**src/rtl/evtJoin_pkg.sv**
```systemverilog
package evtJoin_pkg;

  // strobes from control to the wait-register datapath
  typedef struct packed {
    logic reload;   // re-arm every wait (restart)
    logic capture;  // clear waits for events seen this cycle
  } joinStrobe_t;

endpackage

```
**src/rtl/evtJoinWaits.sv**
```systemverilog
module evtJoinWaits
  import evtJoin_pkg::*;
#(
  parameter int NUM_EVT = 2
) (
  input  logic               clk,
  input  logic               rstN,
  input  joinStrobe_t        strobe,
  input  logic [NUM_EVT-1:0] evtIn,
  output logic               allSeen
);

  localparam logic [NUM_EVT-1:0] ALL_WAIT = {NUM_EVT{1'b1}};

  logic [NUM_EVT-1:0] waitReg;
  logic [NUM_EVT-1:0] stillWait;

  // one wait register per event
  for (genvar i = 0; i < NUM_EVT; i++) begin : g_wait
    assign stillWait[i] = waitReg[i] & ~evtIn[i];

    always_ff @(posedge clk or negedge rstN) begin
      if (!rstN) begin
        waitReg[i] <= 1'b1;
      end else if (strobe.reload) begin
        waitReg[i] <= 1'b1;
      end else if (strobe.capture) begin
        waitReg[i] <= stillWait[i];
      end
    end
  end

  assign allSeen = (stillWait == '0);

  // a restart re-arms every wait
  AST_RELOAD_ARMS: assert property (@(posedge clk) disable iff (!rstN)
    strobe.reload |=> (waitReg == ALL_WAIT));

  // waits are only ever cleared, never set, outside a restart
  AST_WAIT_MONOTONE: assert property (@(posedge clk) disable iff (!rstN)
    !strobe.reload |=> ($countones(waitReg) <= $countones($past(waitReg))));

endmodule

```
**src/rtl/evtJoinCtrl.sv**
```systemverilog
module evtJoinCtrl
  import evtJoin_pkg::*;
(
  input  logic        clk,
  input  logic        rstN,
  input  logic        restart,
  input  logic        allSeen,
  output joinStrobe_t strobe,
  output logic        fire
);

  logic haltReg;

  always_comb begin
    strobe.reload  = restart;
    strobe.capture = !restart && !haltReg;
    fire           = !restart && !haltReg && allSeen;
  end

  always_ff @(posedge clk or negedge rstN) begin
    if (!rstN) begin
      haltReg <= 1'b0;
    end else if (restart) begin
      haltReg <= 1'b0;
    end else if (fire) begin
      haltReg <= 1'b1;
    end
  end

  AST_NO_FIRE_ON_RESTART: assert property (@(posedge clk) disable iff (!rstN)
    restart |-> !fire);

  AST_SINGLE_FIRE: assert property (@(posedge clk) disable iff (!rstN)
    fire |=> !fire);

  AST_HALT_SILENT: assert property (@(posedge clk) disable iff (!rstN)
    (haltReg && !restart) |-> !fire);

  AST_STROBE_EXCLUSIVE: assert property (@(posedge clk) disable iff (!rstN)
    $onehot0({strobe.reload, strobe.capture}));

endmodule

```
**src/rtl/evtJoin.sv**
```systemverilog
module evtJoin
  import evtJoin_pkg::*;
#(
  parameter int NUM_EVT = 2
) (
  input  logic               clk,
  input  logic               rstN,
  input  logic               restart,
  input  logic [NUM_EVT-1:0] evtIn,
  output logic               fire
);

  joinStrobe_t strobe;
  logic        allSeen;

  evtJoinCtrl u_ctrl (
    .clk    (clk),
    .rstN   (rstN),
    .restart(restart),
    .allSeen(allSeen),
    .strobe (strobe),
    .fire   (fire)
  );

  evtJoinWaits #(.NUM_EVT(NUM_EVT)) u_waits (
    .clk    (clk),
    .rstN   (rstN),
    .strobe (strobe),
    .evtIn  (evtIn),
    .allSeen(allSeen)
  );

endmodule

```
**config.mk**
```make
export PLATFORM = sky130hd
export DESIGN_NAME = evtJoin
export DESIGN_NICKNAME = d
export VERILOG_FILES = /design/src/rtl/evtJoin_pkg.sv /design/src/rtl/evtJoinWaits.sv /design/src/rtl/evtJoinCtrl.sv /design/src/rtl/evtJoin.sv
export SDC_FILE = /design/constraint.sdc
export NUM_CORES = 1
export LEC_CHECK = 0
export ABC_AREA = 0
export BUFFER_PORTS_ARGS = -buffer_cell sky130_fd_sc_hd__buf_4
export CAP_MARGIN = 20
export CELL_PAD_IN_SITES_DETAIL_PLACEMENT = 0
export CELL_PAD_IN_SITES_GLOBAL_PLACEMENT = 1
export CORE_AREA = 2 2 39 41
export DETAILED_ROUTE_END_ITERATION = 8
export DIE_AREA = 0 0 41 43
export PLACE_DENSITY = 0.38
export SYNTH_ARGS = -nofsm -noshare
export SYNTH_HDL_FRONTEND = slang
export SYNTH_SLANG_ARGS = --single-unit
```
**constraint.sdc**
```tcl
create_clock -name clk -period 1.3 [get_ports clk]
set_clock_uncertainty 0.05 [all_clocks]
set_input_delay 0.195 -clock clk [delete_from_list [all_inputs] [get_ports clk]]
set_output_delay 0.195 -clock clk [all_outputs]
set_load 0.02 [all_outputs]
```
# == Word level (Yosys, flattened, before mapping) ==
# Cells that the tools add are included.
# word_totals
register_bits,3
inputBits,5
out_inout_bits,1
word_cells,20
# op_classes
n_mux,6
bitwise,4
n_reduce_logical,7
# op_table
cell,n
$mux 1,6
$reduce_bool 2->1,2
$and 1x1->1,2
$logic_and 1x1->1,2
$logic_not 1->1,2
$logic_not 2->1,1
$not 1->1,2

# == Depth between registers and ports, before layout ==
# depth
depth_word,6
ltp_mapped,3
depth_no_buf,3

# == Modules after synthesis ==
# A second synthesis with hierarchy kept.
# hier_totals
hier_cells,14
area_unflattened_um2,153.9
# by_module_without_submodules
module,instances,cells_each,area_per_inst_um2,seq_area_each_um2
evtJoinWaits,1,9,95.1,52.6
evtJoinCtrl,1,5,58.8,25.0

# == Least setup slack after synthesis ==
# No wires, ideal clock.
# synth_path
path_kind,reg2out
startpoint,reg u_waits.waitReg[0]
endpoint,out fire
t_arrival_ns,0.947
required_ns,1.055
path_slack_ns,0.108
path_stages_with_launch,4
n_path_buf,0
path_cell_list,dfstp_2 > inv_1 > o22ai_1 > nor3_1
# synth_via
elab_chain_cells,3
# synth_rtl
item,line,rtl
"start, declared",evtJoinWaits.sv:15,logic [NUM_EVT-1:0] waitReg;
"start signal, assigned by index",evtJoinWaits.sv:28,waitReg[i] <= stillWait[i];
$and 1x1->1,evtJoinWaits.sv:20,assign stillWait[i] = waitReg[i] & ~evtIn[i];
$logic_not 2->1,evtJoinWaits.sv:33,assign allSeen = (stillWait == '0);
$logic_and 1x1->1,evtJoinCtrl.sv:17,fire = !restart && !haltReg && allSeen;
"end, declared",evtJoin.sv:10,output logic fire
# No other way between the ends.

# == Final worst setup path ==
# Ends and elaborated chain as after synthesis.

==> parameters.txt <==
Parameter                              Value

Synthesis
  Leading cell types by count after synthesis ... sky130_fd_sc_hd__a21oi_1, sky130_fd_sc_hd__dfstp_2, sky130_fd_sc_hd__inv_1, sky130_fd_sc_hd__or2_1
  Share of synthesized registers carrying an async set or reset ... 100.0%
  Portion of synthesized cell area occupied by the leading cell type ... between 40% and 50%
  Post-synth top flop ... sky130_fd_sc_hd__dfstp_2
  #FFs+latches synth ... 3
  Post-synthesis mux area share ... 0%
  Number of different library cells in the post-synthesis netlist ... 8
  Post-synthesis instance area ... ~130 um^2
  Most frequent cell after synthesis ... sky130_fd_sc_hd__a21oi_1
  Register area share after synthesis ... 60.78%
  Fraction of the mapped netlist area in adder cells ... 0%
  Leading cell types by total area after synthesis ... sky130_fd_sc_hd__dfstp_2, sky130_fd_sc_hd__dfrtp_1, sky130_fd_sc_hd__a21oi_1
  Mean area per synthesized cell ... between 9 and 10 um^2
  Count of flip-flops with a built-in enable after synthesis ... 0
  Post-synthesis cell type with the largest combined area ... sky130_fd_sc_hd__dfstp_2
  Simple-gate area share of the yosys netlist ... 13.73%
  Net count after synthesis ... 18
  Yosys warning total ... 0
  Dominant combinational cell family by area after synthesis ... compound AO/OA/AOI/OAI gates
  Instance count of the mapped netlist ... 13
  Compound-gate portion of the synthesized area ... between 10% and 20%
  Fraction of synthesized cell area in xor and xnor cells ... 0%

Run
  Total of max-cap violations ... 0

Pwr
  IR drop worst, VDD ... 0.4300 mV
  Leakage power of the design ... around 0.11 nW
  Power Density ... approximately 1300 nW/um^2

Min path
  Path class of the lowest-slack min-delay path ... in2reg
  Worst Hold Launch ... restart

Global route
  Tot GR Track Use ... ~4.5%
  Gr ovfl total ... 0
  Largest net degree at the start of global routing ... 5
  Antenna violations before repair ... 0
  Global-route wire length before repair ... about 440 um
  Vias in the first global route ... 121

Timing
  Setup repair after global routing missed its margin ... yes
  Transition time of the tightest slew-check pin ... between 0.15 and 0.2 ns
  Final worst path period share ... 108.5%
  Number of slew-limit violations in the final report ... 0
  Crit path time final ... approximately 1.4 ns
  Worst relative slew slack ... 89.95%
  Worst-case hold slack ... 0.09752 ns
  Slack of the critical path ... -0.1099 ns
  Final hold viol count ... 0
  F_max ... just over 700 MHz
  Number of setup violations in the final report ... 1

Detailed routing
  Antenna-violating nets left ... 0
  DRC violation count after routing ... 0
  Average wire per standard cell ... slightly below 8 um
  Final wirelength ... 318 um
  Mean number of vias per cell ... approximately 3.0
  Via count ... approximately 120
  Starting DRT DRC Count ... 0
  Pre-antenna DRT Iters ... 1

Setup path
  Category of the critical setup timing path ... reg2out
  Sort of element at the start of the critical path ... flip-flop
  Data required time of the critical path ... around 1.1 ns
  Crit Reg-Reg Startpoint ... u_waits.waitReg[0]$_DFFE_PN1P_
  Worst Setup End Kind ... primary output
  WP data arrival ... ~1.2 ns
  Critical path startpoint ... u_waits.waitReg[0]$_DFFE_PN1P_
  Peak fanout along the critical path ... 2

Layout
  Filler Cells Inserted ... around 160
  Growth of design area from synthesis to finish ... 94.12%
  Layout cell share with drive strength beyond 1 ... around 63%
  Final core utilization ... between 15 and 20%
  Layout net count ... 30
  Number of antenna cells inserted ... 0

Die
  Placeable core region ... 1384 um^2
  Overall die width ... about 41 um
  Cell row count ... 14
  I/O pin cnt ... 6
  Die ar. ... between 1500 and 2000 um^2
  Initial standard-cell utilization of the core ... a little under a tenth
  Die Span Y ... ~43 um

Clock tree
  Clk Latency, worst-skew pair ... about 0.23 ns
  Inserted Clock Buffers ... 3
  Number of H-tree branching levels ... 1
  Max clock buf depth ... 2
  Clock transition at path regs ... 0.04 ns
  Clk sinks ... 3
  TritonCTS clock tree ... built
  Clk Tree Root Cell ... sky130_fd_sc_hd__clkbuf_4

Run status
  Violated checks ... setup timing
  Run status ... finished, violations left

Placed design
  Final estimated routing congestion in global placement ... around 0.52
  Total of buffers placed on input and output ports ... 5
-- final timing paths --
check,to,slack [ns],depth (start not counted)
worst max register to register,u_ctrl.haltReg$_DFFE_PN0P_,0.21,4
worst max-delay path,fire,-0.11,4
worst min-delay path,u_ctrl.haltReg$_DFFE_PN0P_,0.1,2
max in group asynchronous,u_waits.waitReg[1]$_DFFE_PN1P_,0.78,2
min in group asynchronous,u_ctrl.haltReg$_DFFE_PN0P_,0.24,2
worst min register to register,u_ctrl.haltReg$_DFFE_PN0P_,0.52,2
-- cells by family after synthesis --
family	Yosys count
buf+inv	3
compound gates	4
flops	3
simple gates	3
-- report_power, final --
part	total [mW]	switching, mW	internal (mW)
combinational	0.0551	0.0257	0.0294
clock	0.161	0.0460	0.115
sequential	0.110	0.00434	0.106
-- through the flow --
step | power (mW) | instances | instance area (um^2) | setup TNS (ns) | worst slack (ns)
after global routing | 0.3525 | 40 | 247.7 | -0.1576 | -0.1576
after detailed placement | 0.1489 | 34 | 185.2 | 0 | 0.09646
final | 0.3261 | 40 | 247.7 | -0.1099 | -0.1099
after global placement | 0.1475 | 34 | 185.2 | 0 | 0.1155
after floorplan | 0.1287 | 13 | 127.6 | 0 | 0.1082
after CTS | 0.3276 | 39 | 227.7 | -0.1022 | -0.1022
-- cell usage in the layout, fill, tap and decap left out --
cell and n:
sky130_fd_sc_hd__dfstp_2 2, sky130_fd_sc_hd__dlygate4sd3_1 1, sky130_fd_sc_hd__clkbuf_1 1, sky130_fd_sc_hd__a21oi_1 3, sky130_fd_sc_hd__or2_1 2, sky130_fd_sc_hd__o22ai_4 1, sky130_fd_sc_hd__dfrtp_1 1, sky130_fd_sc_hd__clkbuf_4 3
sky130_fd_sc_hd__buf_4 6, sky130_fd_sc_hd__inv_1 1, sky130_fd_sc_hd__inv_2 2, sky130_fd_sc_hd__nor3_2 1
-- sequential cells by signal, indices dropped and copies added (netlist names) --
signal           flops
u_waits.waitReg      2
u_ctrl.haltReg       1
-- timing repair --
item                       4_1_cts  5_1_grt
pin swaps                        1        1
setup endpoints to repair        1        1
buffers inserted                 0        1
gates resized for setup          2        2
hold buffers                     1        0
hold endpoints to repair         3        0
-- final cells by class --
| cell class | count | area, um^2 | area share (%) |
|---|---|---|---|
| Multi-Input combinational cell | 7 | 57.56 | 23.23 |
| Tap cell | 16 | 20.02 | 8.081 |
| Sequential cell | 3 | 77.57 | 31.31 |
| Timing Repair Buffer | 7 | 55.05 | 22.22 |
| Inverter | 3 | 11.26 | 4.545 |
| Clock buffer | 4 | 26.28 | 10.61 |
-- layer usage --
| layer | GRT usage, % | wire length (um) | part of all wire (%) |
|---|---|---|---|
| met1 | 5.825 | 166 | 52 |
| met2 | 3.750 | 121 | 38 |
| met3 | 1.571 | 29 | 9.1 |
| met4 | 8.000 | 0 | 0 |
| met5 | 0 | 0 | 0 |
-- worst max-delay path, cell delays in order (launching register included) --
cell                      delay, ns
sky130_fd_sc_hd__dfstp_2       0.52
sky130_fd_sc_hd__inv_2         0.04
sky130_fd_sc_hd__o22ai_4       0.17
sky130_fd_sc_hd__nor3_2        0.05
sky130_fd_sc_hd__buf_4         0.15
(Power assumes the default switching activity.)
